## src/rtl/seg_step_pkg.sv

```systemverilog
package seg_step_pkg;

    // Direction in which the segment byte must move after an offset step
    typedef enum logic [1:0] {
        SEG_HOLD = 2'd0,
        SEG_INC  = 2'd1,
        SEG_DEC  = 2'd2
    } seg_move_e;

endpackage

```

## src/rtl/ofs_adder.sv

```systemverilog
module ofs_adder
    import seg_step_pkg::*;
#(
    parameter int OFS_W = 8
) (
    input  logic [OFS_W-1:0] ofs_i,
    input  logic [OFS_W-1:0] step_i,
    output logic [OFS_W-1:0] sum_o,
    output seg_move_e        move_o
);

    localparam int EXT_W = OFS_W + 2;

    logic [EXT_W-1:0] ofs_ext;
    logic [EXT_W-1:0] step_ext;
    logic [EXT_W-1:0] total;

    // Offset is unsigned, step is signed; two guard bits separate carry from borrow
    assign ofs_ext  = {2'b00, ofs_i};
    assign step_ext = {{2{step_i[OFS_W-1]}}, step_i};
    assign total    = ofs_ext + step_ext;
    assign sum_o    = total[OFS_W-1:0];

    always_comb begin
        if (total[EXT_W-1])
            move_o = SEG_DEC;
        else if (total[OFS_W])
            move_o = SEG_INC;
        else
            move_o = SEG_HOLD;
    end

endmodule

```

## src/rtl/seg_adjust.sv

```systemverilog
module seg_adjust
    import seg_step_pkg::*;
#(
    parameter int SEG_W = 8
) (
    input  logic [SEG_W-1:0] seg_i,
    input  seg_move_e        move_i,
    input  logic             carry_en_i,
    output logic [SEG_W-1:0] seg_o
);

    always_comb begin
        seg_o = seg_i;
        if (carry_en_i) begin
            unique case (move_i)
                SEG_INC: seg_o = seg_i + SEG_W'(1);
                SEG_DEC: seg_o = seg_i - SEG_W'(1);
                default: seg_o = seg_i;
            endcase
        end
    end

endmodule

```

## src/rtl/seg_step_unit.sv

```systemverilog
module seg_step_unit
    import seg_step_pkg::*;
#(
    parameter int OFS_W = 8,
    parameter int SEG_W = 8
) (
    input  logic             clk_i,
    input  logic             rst_i,
    input  logic             carry_en_i,
    input  logic [OFS_W-1:0] ofs_i,
    input  logic [SEG_W-1:0] seg_i,
    input  logic [OFS_W-1:0] step_i,
    output logic [OFS_W-1:0] ofs_o,
    output logic [SEG_W-1:0] seg_o
);

    typedef struct packed {
        logic [SEG_W-1:0] seg;
        logic [OFS_W-1:0] ofs;
    } ptr_t;

    ptr_t ptr_d, ptr_q;

    logic [OFS_W-1:0] sum_w;
    seg_move_e        move_w;
    logic [SEG_W-1:0] seg_w;

    ofs_adder #(.OFS_W(OFS_W)) u_add (
        .ofs_i  (ofs_i),
        .step_i (step_i),
        .sum_o  (sum_w),
        .move_o (move_w)
    );

    seg_adjust #(.SEG_W(SEG_W)) u_seg (
        .seg_i      (seg_i),
        .move_i     (move_w),
        .carry_en_i (carry_en_i),
        .seg_o      (seg_w)
    );

    always_comb begin
        ptr_d     = ptr_q;
        ptr_d.ofs = sum_w;
        ptr_d.seg = seg_w;
    end

    always_ff @(posedge clk_i) begin
        if (rst_i)
            ptr_q <= '0;
        else
            ptr_q <= ptr_d;
    end

    assign ofs_o = ptr_q.ofs;
    assign seg_o = ptr_q.seg;

endmodule

```

## config.mk

```make
export PLATFORM = sky130hd
export DESIGN_NAME = seg_step_unit
export DESIGN_NICKNAME = d
export VERILOG_FILES = /design/src/rtl/seg_step_pkg.sv /design/src/rtl/ofs_adder.sv /design/src/rtl/seg_adjust.sv /design/src/rtl/seg_step_unit.sv
export SDC_FILE = /design/constraint.sdc
export NUM_CORES = 1
export LEC_CHECK = 0
export ABC_AREA = 1
export BUFFER_PORTS_ARGS = -buffer_cell sky130_fd_sc_hd__buf_2
export CAP_MARGIN = 20
export CORE_UTILIZATION = 50
export CTS_BUF_LIST = sky130_fd_sc_hd__clkbuf_8 sky130_fd_sc_hd__clkbuf_16
export CTS_CLUSTER_DIAMETER = 30
export DETAILED_ROUTE_END_ITERATION = 10
export PLACE_DENSITY = 0.8
export SLEW_MARGIN = 5
export SYNTH_ARGS = -nofsm -noshare
export SYNTH_HDL_FRONTEND = slang
export SYNTH_SLANG_ARGS = --single-unit
```

## constraint.sdc

```tcl
create_clock -name clk_i -period 2.8 [get_ports clk_i]
set_input_delay 0.42 -clock clk_i [delete_from_list [all_inputs] [get_ports clk_i]]
set_output_delay 0.42 -clock clk_i [all_outputs]
set_load 0.01 [all_outputs]
```

# Word level (Yosys, flattened, before mapping)
# Index checks and enable logic that the tools add are counted.
# totals
register_bits,16
in_bits,27
out_inout_bits,16
wordCells,11
# op_classes
n_addsub,3
n_eq_ne,2
muxes,4
# op_table
operator,count
$pmux W8 S2,1
$add A9 B8 Y10,1
$add A8 B1 Y8 const B,1
$mux W8,1
$sub A8 B1 Y8 const B,1
$eq A2 B1 Y1 const B,1
$eq A2 B2 Y1 const B,1
$mux W2,1
$mux W1,1

# Longest topological paths before layout
# depth
word_depth,6
depth_mapped,21
mapped_depth_nobuf,21

# Modules after synthesis
# Synthesis repeated with hierarchy kept, for this count alone.
# unflattened
hier_cells,233
area_unflattened_um2,1451.4
# modules_own_cells
module,instances,cells_per_inst,area_per_inst_um2,seq_area_each_um2
seg_adjust,1,109,531.8,0.0
seg_step_unit,1,50,474.2,320.3
ofs_adder,1,74,445.4,0.0

# Worst setup path after synthesis
# No wires, ideal clock.
# synth_path
path_kind,input-to-reg
start,input port ofs_i[2]
end,"register ptr_q, in the netlist seg_o[4]"
setup_ns,0.109
arrival_time_ns,2.183
required_time_ns,2.691
setup_slack_ns,0.508
cell_stages,20
n_path_buf,0
path_cell_list,ha_1 -> nand2_1 -> nand2_1 -> nand2_1 -> nand2_1 -> nand2_2 -> nand3_1 -> nand2_2 -> nand3_1 -> nand2_1 -> inv_1 -> ha_1 -> inv_1 -> nand2_1 -> nand2_1 -> nand2_1 -> xor2_1 -> nand2_1 -> nand2_1 -> inv_1
# synth_between
elab_chain_cells,6
word_cells_on_any_way,7
classes_between,add/sub (1); eq/ne (2); mux (4)
# synth_rtl
item,line_no,text
start: declaration,seg_step_unit.sv:10,"input logic [OFS_W-1:0] ofs_i,"
$add A9 B8 Y10 *,ofs_adder.sv:21,assign total = ofs_ext + step_ext;
$mux W1,ofs_adder.sv:27,else if (total[OFS_W])
$mux W2 *,ofs_adder.sv:25,if (total[EXT_W-1])
$eq A2 B2 Y1 or $eq A2 B1 Y1 (tied branches),seg_adjust.sv:15,unique case (move_i)
$pmux W8 S2 *,seg_adjust.sv:15,
$mux W8 *,seg_adjust.sv:14,if (carry_en_i) begin
end signal: assignment,seg_step_unit.sv:52,ptr_q <= ptr_d;
end: declaration,seg_step_unit.sv:22,"ptr_t ptr_d, ptr_q;"
# Mark *: on every way between the ends. The rest lies on a longest branch, timed or not.
# A chain may end at the register's enable or synchronous reset.

# Worst setup path after layout
# layout_path
start,input port ofs_i[6]
end,"register ptr_q, in the netlist seg_o[6]"
# Same word-level chain as after synthesis.

==> run_results.csv <==
group,metric,value,unit
critical_path,cp_max_fo,5,
power_and_ir_drop,power_leakage,0.000918,µW
clock_network,cts_num_sinks,16,
power_and_ir_drop,power.density,459,mW/mm²
global_route,grt_overflow,0,
timing,hold_slack,431,ps
critical_path,slowest_delay,350,ps
routing,totalWireLength,2830,µm
timing,fin_crit_sh,0.856,
timing,min_period,2400,ps
power_and_ir_drop,switching_share,0.337,
global_route,grt_max_degree,11,
yosys,synth.area.top_cells,"dfxtp_1 25%, nand2_1 13%, ha_1 9.8%",
routing,ant_nets,0,
die,die_x,52.4,µm
die,num_rows,17,
global_route,track_usage,0.234,
layout,nets,280,
timing,report.final.slew_viol_count,0,
routing,vias_per_cell,5.03,
routing,wl_per_cell,10.5,µm
yosys,synth_fa_ha_area_frac,0.114,
die,die_y,52.4,µm
timing,relSlewSlack,0.626,
run,maxCapViolCount,0,
critical_path,end_kind,"flip-flop",
power_and_ir_drop,power_frac_seq,0.353,
yosys,synth_compound_area_frac,0.163,
yosys,synth_top_family_by_area,"simple AND/OR/NAND/NOR gates",
die,io_pins,43,
yosys,yosys_warnings,0,
yosys,synth_top_area_cell,"dfxtp_1",
status,status,"finished, final reports clean",
clock_network,htreeDepth,1,
die,core_area,0.00230,mm²
power_and_ir_drop,pwr-share-comb,0.363,
critical_path,path_class,"input pin to flip-flop",
yosys,synth_commonest_cells,"45 x nand2_1, 33 x inv_1, 16 x a21oi_1, 16 x dfxtp_1",
worst_hold_path,hp-class,"input pin to flip-flop",
critical_path,required,2960,ps
yosys,netlist.area_leader.share,0.252,
global_route,antenna_found_initial,0,
global_route,grt_pass1_vias,1131,
worst_hold_path,hold_depth,2,
yosys,synth.distinct_cells,25,
yosys,synthSimpleGateAreaFrac,0.344,
critical_path,crit_chain,"buf_2 -> ha_1 -> nand2_1 -> nand2_1 -> a21oi_2 -> nand3_1 -> nand2_2 -> nand3_1 -> nand2_1 -> inv_1 -> ha_1 -> inv_1 -> nand2_1 -> nand3_1 -> nand2_1 -> nand2_1 -> nand3_1 -> nand2_1 -> inv_1",
power_and_ir_drop,clockPowerShare,0.283,
layout,fillCellCount,222,
place,io_buffer_count,42,
power_and_ir_drop,peakVddDrop,0.000310,V
critical_path,cpMaxStageDelayCell,"ha_1",
clock_network,cts_setup_buffers,0,
yosys,ys_seq_elements,16,
yosys,syn_area_per_cell,6.56,µm²
power_and_ir_drop,internal_power,482,µW
routing,vias,1354,
critical_path,cp-start-kind,"input pin",
die,initial_core_util,0.554,
place,placed_cell_area,0.00153,mm²
global_route,grt_pass1_wl,4730,µm
timing,setup_tns,0,ps
routing,drtPass1Iterations,4,
yosys,synth-xor-area-share,0.0206,
timing,setup_violations,0,
clock_network,cts_resized,0,
worst_hold_path,min_to,"seg_o[0]",
yosys,async_flop_share,0,
yosys,syn_nets,232,
clock_network,cts_max_path_buffers,2,
layout,finalInstanceArea,0.00158,mm²
yosys,netlist_area,0.00127,mm²
yosys,synth-edff-count,0,
yosys,synthCells,194,
yosys,yosysMostFrequentCell,"nand2_1",
yosys,synthMuxAreaShare,0,
critical_path,worstPathArrival,2550,ps
die,dieArea,0.00275,mm²
yosys,synth_flop_cell,"dfxtp_1",
yosys,ys_seq_area_frac,0.252,
timing,tightest_slew,553,ps
layout,syn_to_final_growth,24.5,%
power_and_ir_drop,p_sw,245,µW
layout,antenna_cells,0,
clock_network,cts_tree,"built",
clock_network,cts_made_buffers,3,
layout,drive_gt1_frac,0.278,
routing,drcViolationCount,0,
clock_network,cts_root_buf,"clkbuf_8",
critical_path,cpMostUsedCell,"nand2_1",
routing,drt_iter0_markers,34,
place,post-dp-hpwl,2270,µm
place,place_congestion,0.900,
clock_network,clk_pin_slew,70,ps
power_and_ir_drop,power.total,727,µW
clock_network,cts-hold-fix-buffers,0,
timing,rsz0062_at_grt,"no",
timing,fmax,0.417,GHz
timing,hold_viol_final,0,
worst_hold_path,hp-start,"seg_i[0]",
placed cells by master (no fill, tap or decap):
master    count
inv_1        33
nor2_2        3
o21bai_4      1
inv_2         2
buf_2        42
dfxtp_1      16
nand3_2       2
ha_1         10
nor2_1       13
xor2_1        2
fa_1          1
nand2_4       2
a31oi_1       1
a21oi_1      16
and3_1        1
o21ai_0      12
nand2_2       8
a21oi_2       1
nand2_1      45
o41ai_1       3
o21bai_1      1
buf_4         2
nand3_1      13
nand4_1       4
xnor2_1       1
or2_1         2
clkbuf_8      4
worst max-delay path by stage:
stage | start | endpoint | slack, ps | cells after the start
global placement | ofs_i[0] | seg_o[7] | 190 | 14
CTS | ofs_i[0] | seg_o[7] | 420 | 14
detailed placement | ofs_i[0] | seg_o[7] | 170 | 14
finish | ofs_i[6] | seg_o[6] | 400 | 19
floorplan | ofs_i[2] | seg_o[4] | 510 | 20
global route | ofs_i[6] | seg_o[6] | 190 | 19
routing by layer:
| metal | global-route usage | wire length [µm] | vias up |
|---|---|---|---|
| met4 | 0.0570 | 23 | 0 |
| met3 | 0.0609 | 231 | 5 |
| met5 | 0 | 0 | - |
| met1 | 0.302 | 1300 | 576 |
| li1 | - | - | 721 |
| met2 | 0.384 | 1280 | 52 |
area by class of cell:
type                    count  area (µm²)  share of cell area
repair buffers             44         225               0.142
flip-flops and latches     16         320               0.202
well taps                  28        35.0              0.0221
multi-input cells         142         817               0.516
inverters                  35         131              0.0829
clock buffers               4        55.1              0.0348
registers in the layout, indices dropped and copies added (netlist names):
signal / flops
ofs_o: 8
seg_o: 8
power groups by stage:
stage	Combinational (µW)	Clock (µW)	Sequential, µW
floorplan	164	0	277
global placement	259	0	262
detailed placement	261	0	262
CTS	263	209	257
global route	299	223	260
finish	264	206	257
logic make-up after synthesis:
group,Yosys count
and+or+nand+nor,93
buffers and inverters,36
AOI/OAI and AO/OA,35
DFF,16
adders and majority gates,11
xor gates and xnor gates,3
through the flow:
step,util,instances,worst slack [ps]
2_1_floorplan,-,194,508
3_3_place_gp,0.666,265,190
3_5_place_dp,0.666,265,168
4_1_cts,0.690,269,420
5_1_grt,0.690,269,195
6_report,0.690,269,404
critical path: cells and delay by family:
family,cells,cell delay (ps)
AND/OR/NAND/NOR,12,1210
adder cells (fa/ha/maj),2,520
AO/OA/AOI/OAI,1,190
buffers and inverters,4,230
Note: power is estimated with default switching activity, not from simulation.
